<file path="src/rtl/bxl_pkg.sv">
// Package: shared types for the byte-sliced transceiver.
// Assumes: nothing beyond IEEE 1800-2017 packed enums.
package bxl_pkg;

    // Operating condition of one lane in one direction
    typedef enum logic [1:0] {
        MODE_OFF  = 2'd0,   // enable inactive: storage frozen
        MODE_PASS = 2'd1,   // enable and capture active: real-time path
        MODE_HOLD = 2'd2    // enable active, capture inactive: stored path
    } lane_mode_e;

endpackage

</file>
<file path="src/rtl/bxl_lane.sv">
// Module: one byte lane of one direction.
// Holds an edge-sampled storage word, selects live or stored data for the
// destination port and produces the lane's drive request.
// Assumes: controls are active low and stable around the rising clock edge.
module bxl_lane
    import bxl_pkg::*;
#(
    parameter int LANE_W = 8
) (
    input  logic              clk,
    input  logic              rst_n,
    input  logic              en_n,
    input  logic              le_n,
    input  logic              oe_n,
    input  logic [LANE_W-1:0] din,
    output logic [LANE_W-1:0] dout,
    output logic              drive
);

    lane_mode_e        mode;
    logic [LANE_W-1:0] q;

    // Decode the lane's operating condition from its controls
    always_comb begin
        if (en_n)
            mode = MODE_OFF;
        else if (!le_n)
            mode = MODE_PASS;
        else
            mode = MODE_HOLD;
    end

    // Storage: cleared by reset, loaded while in the real-time condition
    always_ff @(posedge clk) begin
        if (!rst_n)
            q <= '0;
        else if (mode == MODE_PASS)
            q <= din;
    end

    // Output value: live input on the real-time path, stored word otherwise
    always_comb dout = (mode == MODE_PASS) ? din : q;

    // Drive request: both enable and drive control active
    always_comb drive = !en_n && !oe_n;

    // an active capture stores the source data seen at that edge
    assert_capture_R3: assert property (@(posedge clk) disable iff (!rst_n)
        (!en_n && !le_n) |=> (q == $past(din)));

    // without an active capture the stored word keeps its value
    assert_hold_R4: assert property (@(posedge clk) disable iff (!rst_n)
        (rst_n && (en_n || le_n)) |=> $stable(q));

    // in the real-time condition the destination sees the live input
    assert_realtime_R5: assert property (@(posedge clk) disable iff (!rst_n)
        (!en_n && !le_n) |-> (dout == din));

    // outside the real-time condition the destination sees storage
    assert_stored_R7: assert property (@(posedge clk) disable iff (!rst_n)
        (en_n || le_n) |-> (dout == q));

endmodule

</file>
<file path="src/rtl/bxl_bank.sv">
// Module: all byte lanes of one transfer direction.
// Slices the source word into lanes and widens each lane's drive request to
// a per-bit drive-enable vector for the destination port.
// Assumes: LANES * LANE_W equals the port width.
module bxl_bank #(
    parameter int LANE_W = 8,
    parameter int LANES  = 2,
    localparam int W     = LANE_W * LANES
) (
    input  logic             clk,
    input  logic             rst_n,
    input  logic [LANES-1:0] en_n,
    input  logic [LANES-1:0] le_n,
    input  logic [LANES-1:0] oe_n,
    input  logic [W-1:0]     src,
    output logic [W-1:0]     dst,
    output logic [W-1:0]     dst_oe
);

    logic [LANES-1:0] drv;

    for (genvar k = 0; k < LANES; k++) begin : g_lane
        bxl_lane #(.LANE_W(LANE_W)) i_lane (
            .clk   (clk),
            .rst_n (rst_n),
            .en_n  (en_n[k]),
            .le_n  (le_n[k]),
            .oe_n  (oe_n[k]),
            .din   (src[k*LANE_W +: LANE_W]),
            .dout  (dst[k*LANE_W +: LANE_W]),
            .drive (drv[k])
        );

        // Widen the lane's drive request to every bit of the lane
        always_comb dst_oe[k*LANE_W +: LANE_W] = {LANE_W{drv[k]}};
    end

endmodule

</file>
<file path="src/rtl/dual_bank_xcvr.sv">
// Module: top of the byte-sliced bidirectional latched transceiver.
// One bank carries A-to-B traffic and a second bank carries B-to-A traffic;
// each byte lane has its own active-low enable, capture and drive controls
// per direction. Ports are split into input, output and drive-enable
// vectors; a drive-enable of 0 stands for high impedance.
// Assumes: the environment never enables both directions on one lane.
module dual_bank_xcvr #(
    parameter int LANE_W = 8,
    parameter int LANES  = 2,
    localparam int W     = LANE_W * LANES
) (
    input  logic             clk,
    input  logic             rst_n,
    input  logic [W-1:0]     a_in,
    output logic [W-1:0]     a_out,
    output logic [W-1:0]     a_oe,
    input  logic [W-1:0]     b_in,
    output logic [W-1:0]     b_out,
    output logic [W-1:0]     b_oe,
    input  logic [LANES-1:0] ab_en_n,
    input  logic [LANES-1:0] ab_le_n,
    input  logic [LANES-1:0] ab_oe_n,
    input  logic [LANES-1:0] ba_en_n,
    input  logic [LANES-1:0] ba_le_n,
    input  logic [LANES-1:0] ba_oe_n
);

    // A-to-B direction: sources the A lines, presents on the B lines
    bxl_bank #(.LANE_W(LANE_W), .LANES(LANES)) i_bank_ab (
        .clk    (clk),
        .rst_n  (rst_n),
        .en_n   (ab_en_n),
        .le_n   (ab_le_n),
        .oe_n   (ab_oe_n),
        .src    (a_in),
        .dst    (b_out),
        .dst_oe (b_oe)
    );

    // B-to-A direction: sources the B lines, presents on the A lines
    bxl_bank #(.LANE_W(LANE_W), .LANES(LANES)) i_bank_ba (
        .clk    (clk),
        .rst_n  (rst_n),
        .en_n   (ba_en_n),
        .le_n   (ba_le_n),
        .oe_n   (ba_oe_n),
        .src    (b_in),
        .dst    (a_out),
        .dst_oe (a_oe)
    );

    for (genvar k = 0; k < LANES; k++) begin : g_chk
        // B lines driven in a lane only when A-to-B enable and drive are active
        assert_b_drive_R6: assert property (@(posedge clk) disable iff (!rst_n)
            (ab_en_n[k] || ab_oe_n[k]) |-> (b_oe[k*LANE_W +: LANE_W] == '0));
        assert_b_on_R6: assert property (@(posedge clk) disable iff (!rst_n)
            (!ab_en_n[k] && !ab_oe_n[k]) |-> (&b_oe[k*LANE_W +: LANE_W]));
        // A lines driven in a lane only when B-to-A enable and drive are active
        assert_a_drive_R6: assert property (@(posedge clk) disable iff (!rst_n)
            (ba_en_n[k] || ba_oe_n[k]) |-> (a_oe[k*LANE_W +: LANE_W] == '0));
    end

    // the two directions never drive the same bit together
    assert_no_contention_R11: assert property (@(posedge clk) disable iff (!rst_n)
        ((a_oe & b_oe) == '0));

endmodule

</file>
<file path="config.mk">
export PLATFORM = sky130hd
export DESIGN_NAME = dual_bank_xcvr
export DESIGN_NICKNAME = d
export VERILOG_FILES = /design/src/rtl/bxl_pkg.sv /design/src/rtl/bxl_lane.sv /design/src/rtl/bxl_bank.sv /design/src/rtl/dual_bank_xcvr.sv
export SDC_FILE = /design/constraint.sdc
export NUM_CORES = 1
export LEC_CHECK = 0
export ABC_AREA = 0
export ABC_CLOCK_PERIOD_IN_PS = 1100
export BUFFER_PORTS_ARGS = -buffer_cell sky130_fd_sc_hd__buf_2
export CAP_MARGIN = 30
export CORE_ASPECT_RATIO = 2
export CORE_UTILIZATION = 30
export CTS_CLUSTER_SIZE = 8
export DETAILED_ROUTE_END_ITERATION = 10
export PLACE_DENSITY = 0.6
export SLEW_MARGIN = 20
export SYNTH_ARGS = -nofsm -noshare
export SYNTH_HDL_FRONTEND = slang
export SYNTH_SLANG_ARGS = --single-unit
</file>
<file path="constraint.sdc">
create_clock -name clk -period 1.1 [get_ports clk]
set_input_delay 0.165 -clock clk [delete_from_list [all_inputs] [get_ports clk]]
set_output_delay 0.165 -clock clk [all_outputs]
set_load 0.05 [all_outputs]
</file>
Word-level counts from Yosys, hierarchy flattened

Cells that the tools add are included.

Register bits after elaboration: 32
Output and inout port bits: 64
Logic and storage cells: 32

Equality and inequality tests: 4
Multiplexer cells: 12
Reduce and logical (&&, ||, !) cells: 12

Operators by type and width:

| kind                                                             | number |
|---|---|
| 8-bit 2-to-1 mux                                                 | 4 |
| 2-bit 2-to-1 mux                                                 | 8 |
| 2-bit by 1-bit == test with 1-bit output (second input constant) | 4 |
| 1-bit logical NOT                                                | 8 |
| 1-bit logical AND                                                | 4 |

Depth between registers and ports, before layout

Depth in word-level cells: 4
Gate-level depth with buffers: 4

Hierarchy

From an unflattened synthesis, not the netlist that was laid out.

Cells, all modules: 208
Area total of the unflattened synthesis: 1,981.9 µm²

Modules (own cells, without submodules):

| module   | times used | cells each | area each (µm²) | sequential area each (µm²) |
|---|---|---|---|---|
| bxl_lane | 4          | 45         | 442.9           | 160.2 |
| bxl_bank | 2          | 14         | 105.1           | 0.0 |

Worst setup path before layout

No wires, ideal clock.

Kind: input to output
Start: input ab_le_n[1]
End: output b_out[13]
Arrival time: 902 ps
Slack: 33 ps
Stages on the path: 3
Buffers on the path: 1
Path through: nor2_4 > buf_8 > mux2_4

Word-level cells in the longest chain between the ends: 4

Ends and longest elaborated chain:

| item                                     | RTL line             | text |
|---|---|---|
| from (decl)                              | dual_bank_xcvr.sv:21 | `input logic [LANES-1:0] ab_le_n,` |
| 2-bit 2-to-1 mux                         | bxl_lane.sv:27       | `else if (!le_n)` |
| 2-bit 2-to-1 mux                         | bxl_lane.sv:25       | `if (en_n)` |
| 2-bit by 1-bit == test with 1-bit output | bxl_lane.sv:42       | `always_comb dout = (mode == MODE_PASS) ? din : q;` |
| 8-bit 2-to-1 mux                         | --                   |  |
| to (decl)                                | dual_bank_xcvr.sv:18 | `output logic [W-1:0] b_out,` |

Every way passes these cells.

Final worst setup path

Start: input ab_en_n[1]
End: output b_out[9]

Word-level cells in the longest chain between the ends: 3

Ends and longest elaborated chain:

| item                                     | RTL line             | text |
|---|---|---|
| from (decl)                              | dual_bank_xcvr.sv:20 | `input logic [LANES-1:0] ab_en_n,` |
| 2-bit 2-to-1 mux                         | bxl_lane.sv:25       |  |
| 2-bit by 1-bit == test with 1-bit output | bxl_lane.sv:42       |  |
| 8-bit 2-to-1 mux                         | --                   |  |

Every way passes these cells.

==> run summary <==
Clk_lat worst skew: 0.27 ns
Placed inst area: 0.00247 mm^2
Clock Power Share: 0.378
Tcrit/Tclk final: 1.09
P_int: 3.03 mW
Routability congestion estimate: 0.676
CTS Buf Count: 5
Initial antenna violation count: 0
Post-route cell area: 0.00319 mm^2
Fillers: 645
Setup repair after global routing missed its margin: true
Gr ovfl total: 0
Chip width: 59.7 um
CP Max Fanout: 7
IO Pins: 110
Avg Cell Area, Syn: 9.46 um^2
Global-route wire length before repair: 6.88 mm
FP Rows: 41
Setup WS post-layout: -0.0999 ns
Synth warnings: 0
Syn Inst Count: 211
CTS sink cnt: 32
Launch point of the worst hold path: a_in[0]
Commonest non-fill, non-tap cell in the layout: buf_2
Clock root buffer: clkbuf_16
Post-synth top area cell: dfxtp_1
Vias in the first global route: 1694
Critical R2R Launch: i_bank_ba.g_lane[1].i_lane.q[6]
Largest net degree at the start of global routing: 65
Share of post-route cells with drive strength above 1: 0.629
Crit. End Element: primary output
Syn_nets: 257
Top cells by area, synth: dfxtp_1 32%, mux2i_1 16%, mux2_2 14%
Drt total wl: 4.49 mm
Synth unique cells: 11
Post-DRT Antenna Nets: 0
Buffers on Ports: 109
Switching part of the total: 0.308
Routed vias: 1705
Max cap viols: 0
Power per standard cell area: 1370 mW/mm^2
Post-synthesis sequential area ratio: 0.321
First-pass DRT Iterations: 3
Violated checks: negative setup slack
Final setup fails: 32
Starting DRT DRC Count: 27
Lkg Pwr: 1.56 nW
Layout area overhead: 60.0%
Tmin final: 1.20 ns
Mapped Area: 0.00200 mm^2
Hpwl dp: 3.07 mm
CORE AREA: 0.00636 mm^2
CTS tree: built
FMAX: 833 MHz
Final non-filler cell total: 401
Clock Tree Buf Depth: 2
Post-Place Cells: 382
Relative slew margins: 0.785
H-tree depth: 2
Sequential power share: 0.287
Tot Pwr: 4.38 mW
FF-to-FF setup slack: 0.51 ns
Worst Skew: 0 ns
Worst hold path class: input port to register
Yosys top cell area share: 0.321
Worst slew pin tran: 0.322 ns
Wire length per cell: 11.2 um
Slew Viols, Final: 0
Commonest non-fill, non-tap cells in the layout: 70 x buf_2, 64 x nand2_1, 32 x mux2i_1, 29 x mux2_4, 22 x buf_8
Total track usage: 0.126
RR Endpoint: i_bank_ba.g_lane[1].i_lane.q[6]
Flip-flop and latch count after synthesis: 32
CP Class: input port to primary output
Outcome: complete, but fails checks
Min-Delay Endpoint: i_bank_ab.g_lane[0].i_lane.q[0]
Critical Path Start Type: input port
CP arrival: 1.03 ns
Die Area: 0.00701 mm^2
Combinational power share: 0.334
Antenna cells: 0
Reg2Reg Depth: 2
Maximum VDD drop: 0.000719 V
Die span in y: 117 um
Final Hold Fails: 0
Initial Utilization: 0.314
Detail-routed via count per cell: 4.25
DRC: 0
Crit path from: ab_en_n[1]
Switch Pwr: 1.35 mW
Cts hold-fix bufs: 0
Worst Path Required: 0.94 ns
Clock-pin slew on the worst setup and hold paths: 0.05 ns
Hold Path Stages: 3
Nets: 360
-- cell usage after synthesis, drive strengths merged --
cell    n
nor2    8
mux2i  32
nand2  64
buf    43
mux2   32
dfxtp  32
-- worst max-delay path, stage by stage --
cell,delay [ns]
buf_8,0.10
nor2_4,0.15
buf_12,0.15
mux2_4,0.32
buf_8,0.15
-- cells by family after synthesis --
kind of cell,synth area share
buffers and inverters,0.173
flip-flops,0.321
multiplexers,0.356
AND/OR/NAND/NOR,0.150
-- power by group through the flow --
| stage | logic [mW] | registers (mW) | clock network, mW |
|---|---|---|---|
| finish | 1.46 | 1.26 | 1.66 |
| global route | 1.53 | 1.27 | 1.76 |
| CTS | 1.37 | 1.25 | 1.71 |
| detailed placement | 1.17 | 1.28 | 0 |
| global placement | 1.16 | 1.27 | 0 |
| floorplan | 0.970 | 1.26 | 0 |
-- worst max-delay path by stage --
stage                     end  slack [ns]  cells after the start
floorplan           b_out[13]        0.03                      3
global placement     b_out[9]       -0.16                      5
detailed placement   b_out[9]       -0.17                      5
CTS                 b_out[11]       -0.11                      5
global route         a_out[7]       -0.13                      5
finish               b_out[9]        -0.1                      5
-- timing repair --
item                       CTS  global route
setup buffers                5             5
setup endpoints to repair   32            62
pin swaps                    1             4
gates cloned                 0             1
gates resized for setup     91            46
-- sequential cells by signal (all words and copies together) (netlist names) --
signal / flops
i_bank_ab.g_lane.i_lane.q: 16
i_bank_ba.g_lane.i_lane.q: 16
-- final cells by class --
class	instances	area, um^2	area share
clock buffers	7	153	0.0478
well taps	86	108	0.0337
multi-input cells	136	1100	0.344
flip-flops and latches	32	656	0.205
clock inverters	1	30.0	0.00940
repair buffers	139	1150	0.360
-- per-layer routing --
layer  vias to the layer above  global-route usage  routed length [um]
met3                         4              0.0176                 168
li1                        867                   -                   -
met2                        54               0.248                2690
met1                       780               0.113                1560
met5                         -                   0                   0
met4                         0              0.0610                  71
-- through the flow --
stage	hold slack [ns]	setup TNS (ns)	utilization	worst slack (ns)
4_1_cts	0.139	-2.83	0.470	-0.111
3_3_place_gp	0.423	-4.36	0.389	-0.159
6_report	0.146	-2.51	0.502	-0.0999
2_1_floorplan	0.307	0	-	0.0325
5_1_grt	0.152	-3.72	0.502	-0.130
3_5_place_dp	0.430	-4.42	0.389	-0.165
(Power assumes the default switching activity.)
